==> src/rtl/cdv_pkg.sv <==
package cdv_pkg;
  typedef enum logic {
    RATIO_LO = 1'b0,
    RATIO_HI = 1'b1
  } ratio_e;
endpackage

==> src/rtl/cdv_en_capture.sv <==
module cdv_en_capture (
  input  logic clk,
  input  logic rst,
  input  logic en_n,
  output logic run
);
  // Falling-edge capture: run only changes while the clock is low.
  always_ff @(negedge clk or posedge rst) begin
    if (rst) run <= 1'b0;
    else     run <= ~en_n;
  end
endmodule

==> src/rtl/cdv_phase_ctr.sv <==
module cdv_phase_ctr
  import cdv_pkg::*;
#(
  parameter int DIV_LO = 4,
  parameter int DIV_HI = 6,
  parameter int CNT_W  = 3
) (
  input  logic             clk,
  input  logic             rst,
  input  logic             run,
  input  logic             sel,
  output logic [CNT_W-1:0] cnt_nx,
  output logic [CNT_W-1:0] half_nx,
  output logic             wrap_nx
);
  localparam logic [CNT_W-1:0] LAST_LO = CNT_W'(DIV_LO - 1);
  localparam logic [CNT_W-1:0] LAST_HI = CNT_W'(DIV_HI - 1);
  localparam logic [CNT_W-1:0] HALF_LO = CNT_W'(DIV_LO / 2);
  localparam logic [CNT_W-1:0] HALF_HI = CNT_W'(DIV_HI / 2);

  logic [CNT_W-1:0] cnt;
  ratio_e           mode;
  ratio_e           mode_nx;
  logic [CNT_W-1:0] last;

  always_comb begin
    last    = (mode == RATIO_HI) ? LAST_HI : LAST_LO;
    wrap_nx = run && (cnt == last);
    if (!run)         cnt_nx = cnt;
    else if (wrap_nx) cnt_nx = '0;
    else              cnt_nx = cnt + CNT_W'(1);
    mode_nx = wrap_nx ? ratio_e'(sel) : mode;
    half_nx = (mode_nx == RATIO_HI) ? HALF_HI : HALF_LO;
  end

  // Reset parks the counter on the last phase of the low ratio so that
  // the decoded outputs are low and the first advance is a common rise.
  always_ff @(posedge clk or posedge rst) begin
    if (rst) begin
      cnt  <= LAST_LO;
      mode <= RATIO_LO;
    end else begin
      cnt  <= cnt_nx;
      mode <= mode_nx;
    end
  end

  // the ratio may only switch as the counter restarts its period
  assert_mode_at_wrap_R9: assert property (@(posedge clk) disable iff (rst)
    !$stable(mode) |-> (cnt == '0));
endmodule

==> src/rtl/cdv_out_stage.sv <==
module cdv_out_stage #(
  parameter int CNT_W = 3
) (
  input  logic             clk,
  input  logic             rst,
  input  logic             run,
  input  logic [CNT_W-1:0] cnt_nx,
  input  logic [CNT_W-1:0] half_nx,
  input  logic             wrap_nx,
  output logic             q_half,
  output logic             q_slow,
  output logic             mark
);
  always_ff @(posedge clk or posedge rst) begin
    if (rst) begin
      q_half <= 1'b0;
      q_slow <= 1'b0;
      mark   <= 1'b0;
    end else begin
      mark <= wrap_nx;
      if (run) begin
        q_half <= ~cnt_nx[0];
        q_slow <= (cnt_nx < half_nx);
      end
    end
  end

  // each enabled edge inverts the fast output
  assert_toggle_R1: assert property (@(posedge clk) disable iff (rst)
    run |=> (q_half != $past(q_half)));
  // a paused divider keeps both outputs
  assert_hold_R5: assert property (@(posedge clk) disable iff (rst)
    !run |=> ($stable(q_half) && $stable(q_slow) && !mark));
  // slow rises only together with the fast output
  assert_slow_aligned_R4: assert property (@(posedge clk) disable iff (rst)
    $rose(q_slow) |-> $rose(q_half));
  // marker sits on a common rise and lasts one cycle
  assert_mark_coincident_R8: assert property (@(posedge clk) disable iff (rst)
    mark |-> ($rose(q_half) && $rose(q_slow)));
  assert_mark_single_R8: assert property (@(posedge clk) disable iff (rst)
    mark |=> !mark);
endmodule

==> src/rtl/dual_ratio_clkdiv.sv <==
module dual_ratio_clkdiv #(
  parameter int DIV_LO = 4,
  parameter int DIV_HI = 6
) (
  input  logic clk_in,
  input  logic rst,
  input  logic en_n,
  input  logic sel_hi,
  output logic q_half,
  output logic q_slow,
  output logic mark
);
  localparam int DIV_MAX = (DIV_HI > DIV_LO) ? DIV_HI : DIV_LO;
  localparam int CNT_W   = $clog2(DIV_MAX);

  logic             run;
  logic [CNT_W-1:0] cnt_nx;
  logic [CNT_W-1:0] half_nx;
  logic             wrap_nx;

  cdv_en_capture u_en (
    .clk  (clk_in),
    .rst  (rst),
    .en_n (en_n),
    .run  (run)
  );

  cdv_phase_ctr #(
    .DIV_LO (DIV_LO),
    .DIV_HI (DIV_HI),
    .CNT_W  (CNT_W)
  ) u_ctr (
    .clk     (clk_in),
    .rst     (rst),
    .run     (run),
    .sel     (sel_hi),
    .cnt_nx  (cnt_nx),
    .half_nx (half_nx),
    .wrap_nx (wrap_nx)
  );

  cdv_out_stage #(
    .CNT_W (CNT_W)
  ) u_out (
    .clk     (clk_in),
    .rst     (rst),
    .run     (run),
    .cnt_nx  (cnt_nx),
    .half_nx (half_nx),
    .wrap_nx (wrap_nx),
    .q_half  (q_half),
    .q_slow  (q_slow),
    .mark    (mark)
  );

  // reset holds every output low at each edge it covers
  assert_reset_clear_R7: assert property (@(posedge clk_in)
    rst |-> (!q_half && !q_slow && !mark));
endmodule

==> config.mk <==
export PLATFORM = sky130hd
export DESIGN_NAME = dual_ratio_clkdiv
export DESIGN_NICKNAME = d
export VERILOG_FILES = /design/src/rtl/cdv_pkg.sv /design/src/rtl/cdv_en_capture.sv /design/src/rtl/cdv_phase_ctr.sv /design/src/rtl/cdv_out_stage.sv /design/src/rtl/dual_ratio_clkdiv.sv
export SDC_FILE = /design/constraint.sdc
export NUM_CORES = 1
export LEC_CHECK = 0
export CORE_MARGIN = 1
export CORE_UTILIZATION = 35
export DETAILED_ROUTE_END_ITERATION = 10
export PLACE_DENSITY = 0.54
export SYNTH_ARGS = -nofsm -noshare
export SYNTH_HDL_FRONTEND = slang
export SYNTH_SLANG_ARGS = --single-unit
==> constraint.sdc <==
create_clock -name clk_in -period 1.9 [get_ports clk_in]
set_clock_uncertainty 0.2 [all_clocks]
set_input_delay 0.285 -clock clk_in [delete_from_list [all_inputs] [get_ports clk_in]]
set_output_delay 0.285 -clock clk_in [all_outputs]
set_load 0.01 [all_outputs]
; Word-level counts from Yosys, hierarchy flattened
; Cells that the tools add are included.
[word_totals]
register_bits = 8
input_bits = 4
out_inout_bits = 3
word_cells = 17
[classes]
n_addsub = 1
magnitude_cmp = 1
n_eq_ne = 1
n_mux = 5
bitwise_logic = 2
n_reduce_logical = 1
[ops]
columns = operator, count
row1 = $mux W3, 3
row2 = $add A3 B1 Y3 const B, 1
row3 = $eq A3 B3 Y1, 1
row4 = $lt A3 B2 Y1, 1
row5 = $mux W1, 2
row6 = $not A1 Y1, 2
row7 = $logic_and A1 B1 Y1, 1

; Logic depth before layout (Yosys ltp)
[logic_depth]
word_depth = 6
mapped_depth = 5
ltp_nobuf = 5

; Modules after synthesis
; Synthesis repeated with hierarchy kept, for this count alone.
[unflattened]
cells_unflattened = 51
area_unflattened_um2 = 456.7
[modules_own_cells]
columns = module, n_inst, cells_per_inst, area_each_um2, seq_area_each_um2
row1 = cdv_phase_ctr, 1, 32, 272.8, 102.6
row2 = cdv_out_stage, 1, 16, 151.4, 75.1
row3 = cdv_en_capture, 1, 3, 32.5, 25.0

==> results.cfg <==
[critical_path]
critPathCaptureType = flop
critical_path.max_fanout = 2
critical_path.n_buffers_inverters = 2
critical_path_rt_ns = 1.83
origin_of_the_worst_setup_path = u_en.run$_DFF_NP0_
timing.critical_path.mode_cell = buf_4
slowest_delay_ns = 0.35
timing.critical_path.from_type = flop
cp_cell_sequence = buf_4 -> buf_4 -> a31oi_1 -> o21ai_1
timing.setup.critical_path_class = reg2reg
timing.critical_path.max_delay_family = flip-flops
r2r_start = u_en.run$_DFF_NP0_
timing.critical_path.slowest_stage_cell = dfrtn_1
cp_data_arrival_time_ns = 2.03

[placement]
total_placed_cells_including_tap_cells = 70
port-buffer-count = 6
gp_routability_congestion = 0.8276
postPlaceCellArea_um2 = 564.3
hpwl_detailed_um = 669

[clock_tree]
cts_buffers = 3
worst_skew_pair.late_latency_ns = 0.26
clk_path_buf_depth = 2
ctsRootBufferMaster = clkbuf_4
cts_hold_buf = 0
clock_transition_at_the_registers_of_the_reported_paths_ns = 0.06
cts_max_level = 1
clock_tree_from_tritoncts = yes
numClockSinks = 8

[yosys]
ys_seq_area_share_pct = 42.30
post_synth_inst_count = 48
asyncSetResetFlopFracSynth_pct = 100.0
synth_seq_cells = 8
synth-warning-count = 0
syn-cell-area_um2 = 479.2
synth-edff-count = 0
yosys_most_used_dff = dfrtp_1
netlist.top_cell.by_area = dfrtp_1
synth.lib_cells_used.distinct = 25
netlist_top_cells_area = dfrtp_1, dfstp_2, a21oi_1
postSynthAreaPerCell_um2 = 9.984
synth.net_count = 53
post-synth-top-area-fraction_pct = 26.11

[cells_and_area]
final_area_um2 = 630.6
final_cells = 76
post-route-util_pct = 53.16
antenna_cells_inserted = 0
syn2layout_area_growth_pct = 31.59
finalNetCount = 68
drive_gt1_share_pct = 38.71
fillCellCount = 112

[die]
die-area_um2 = 1521
core_area_um2 = 1186
start_util_pct = 40.40
die_x_um = 39
die_y_um = 39
top_level_ports = 7
fp-row-count = 12

[global_routing]
grt_use_met1_pct = 19.64
groute.layer.met2.usage_pct = 28.33
wire_length_of_the_first_global_routing_pass_um = 1635
global_routing_s_busiest_layer = met2
first_global_vias = 389
antenna_found_initial = 0
grt_max_degree = 11
grt_util_met3_pct = 3.468
global_route.usage.total_pct = 16.65
gr_ovfl_total = 0

[sta]
fin_hold_ws_ns = 0.1387
setup_viol_count_final = 7
hold_violations = 0
worst_slack_ns = -0.2013
max_slew_margin_pct = 76.05
report.final.slew_viol_count = 0
grt_setup_unrepaired = true
worst_slew_pin_slew_ns = 0.3592

[detailed_routing]
via_count = 387
drtPass1Iterations = 4
via_per_inst = 5.092
totalWireLength_um = 932
drt-wirelength-per-cell_um = 12.26
drc_errors = 0
route.antenna.remaining_nets = 0
drt-initial-drc-count = 5

[power_and_ir_drop]
power_uw = 987.0
vdd.ir_drop.worst_v = 0.0006735
power.density_nw_per_um2 = 1565
power.leakage_nw = 0.2795

[run_status]
run_status = complete, but fails checks
failed_checks = negative setup slack

[job]
cap_viol_max_count = 0

[worst_hold_path]
min_path_type = in2async
## worst paths after layout
path / to / slack (ns) / depth (start not counted)
hold reg to reg: u_out.q_half$_DFFE_PP0P_ / 0.34 / 2
hold / removal: u_out.q_slow$_DFFE_PP0P_ / 0.14 / 3
min in group clk_in: u_out.q_half$_DFFE_PP0P_ / 0.34 / 2
setup reg to reg: u_ctr.mode$_DFF_PP0_ / -0.20 / 4
max in group asynchronous: u_en.run$_DFF_NP0_ / 0.55 / 2
setup / recovery: u_ctr.mode$_DFF_PP0_ / -0.20 / 4
## cells by family (layout without fill, tap and decap cells)
kind of cell	Yosys count	count (layout)	synth area share, %
compound gates	14	14	19.84
simple gates	15	15	19.32
fa+ha+maj	1	1	2.611
flops	8	8	42.30
buf+inv	8	22	12.27
xor+xnor	2	2	3.656
## synthesized netlist by cell type, types with 2 or more instances
| master | instances |
|---|---|
| o21ai_0 | 3 |
| dfrtp_1 | 5 |
| nand2b_1 | 2 |
| buf_6 | 2 |
| nor2_1 | 3 |
| a21oi_1 | 5 |
| xor2_1 | 2 |
| nand3_1 | 2 |
| inv_1 | 4 |
| nand2_1 | 4 |
| dfstp_2 | 2 |
## final cells by class
cell class              instances  area, um2  area share, %
multi-input cells              32      241.5          38.29
flip-flops and latches          8      202.7          32.14
well taps                      14      17.52          2.778
inverters                       4      15.01          2.381
clock buffers                   4      26.28          4.167
repair buffers                 14      127.6          20.24
## registers in the layout (all words and copies together), names as in the netlist
register / count
u_en.run: 1
u_out.q_slow: 1
u_out.q_half: 1
u_ctr.mode: 1
u_ctr.cnt: 3
u_out.mark: 1
## cell usage in the layout (no fill, tap or decap), types with 2 or more instances in the layout
master,count
a21oi_1,2
nand3_1,2
buf_6,2
buf_4,6
a21oi_2,3
inv_1,4
dfstp_2,2
dfrtp_1,5
nand2b_1,2
xor2_1,2
nor2_1,2
clkbuf_4,3
clkdlybuf4s50_1,6
o21ai_1,2
nand2_1,3
## layer usage
metal	wire length, um	part of all wire [%]	vias up
met5	0	0	-
met4	4	0.43	0
met1	451	48	186
met3	25	2.7	2
met2	450	48	5
li1	-	-	194
## stage by stage
step	setup TNS [ns]	setup WS, ns
after floorplan	-0.2472	-0.1200
after global placement	-1.267	-0.2244
after detailed placement	-1.637	-0.2751
after CTS	-0.9234	-0.1951
after global routing	-1.311	-0.2374
final	-0.9903	-0.2013
## report_power, final
part | internal, mW | switching (mW) | total [mW]
Clock | 0.0804 | 0.0587 | 0.139
Sequential | 0.250 | 0.0719 | 0.322
Combinational | 0.269 | 0.258 | 0.526
## worst reg2reg max path, stage by stage (launching register included)
cell     delay, ns
dfrtn_1       0.35
buf_4         0.14
buf_4         0.12
a31oi_1       0.12
o21ai_1       0.09
## what timing repair did
item / 4_1_cts / 5_1_grt
gates resized for setup: 3 / 3
setup endpoints to repair: 7 / 7
buffers inserted: 2 / 0
pin swaps: 3 / 0
Note: power is estimated with default switching activity, not from simulation.
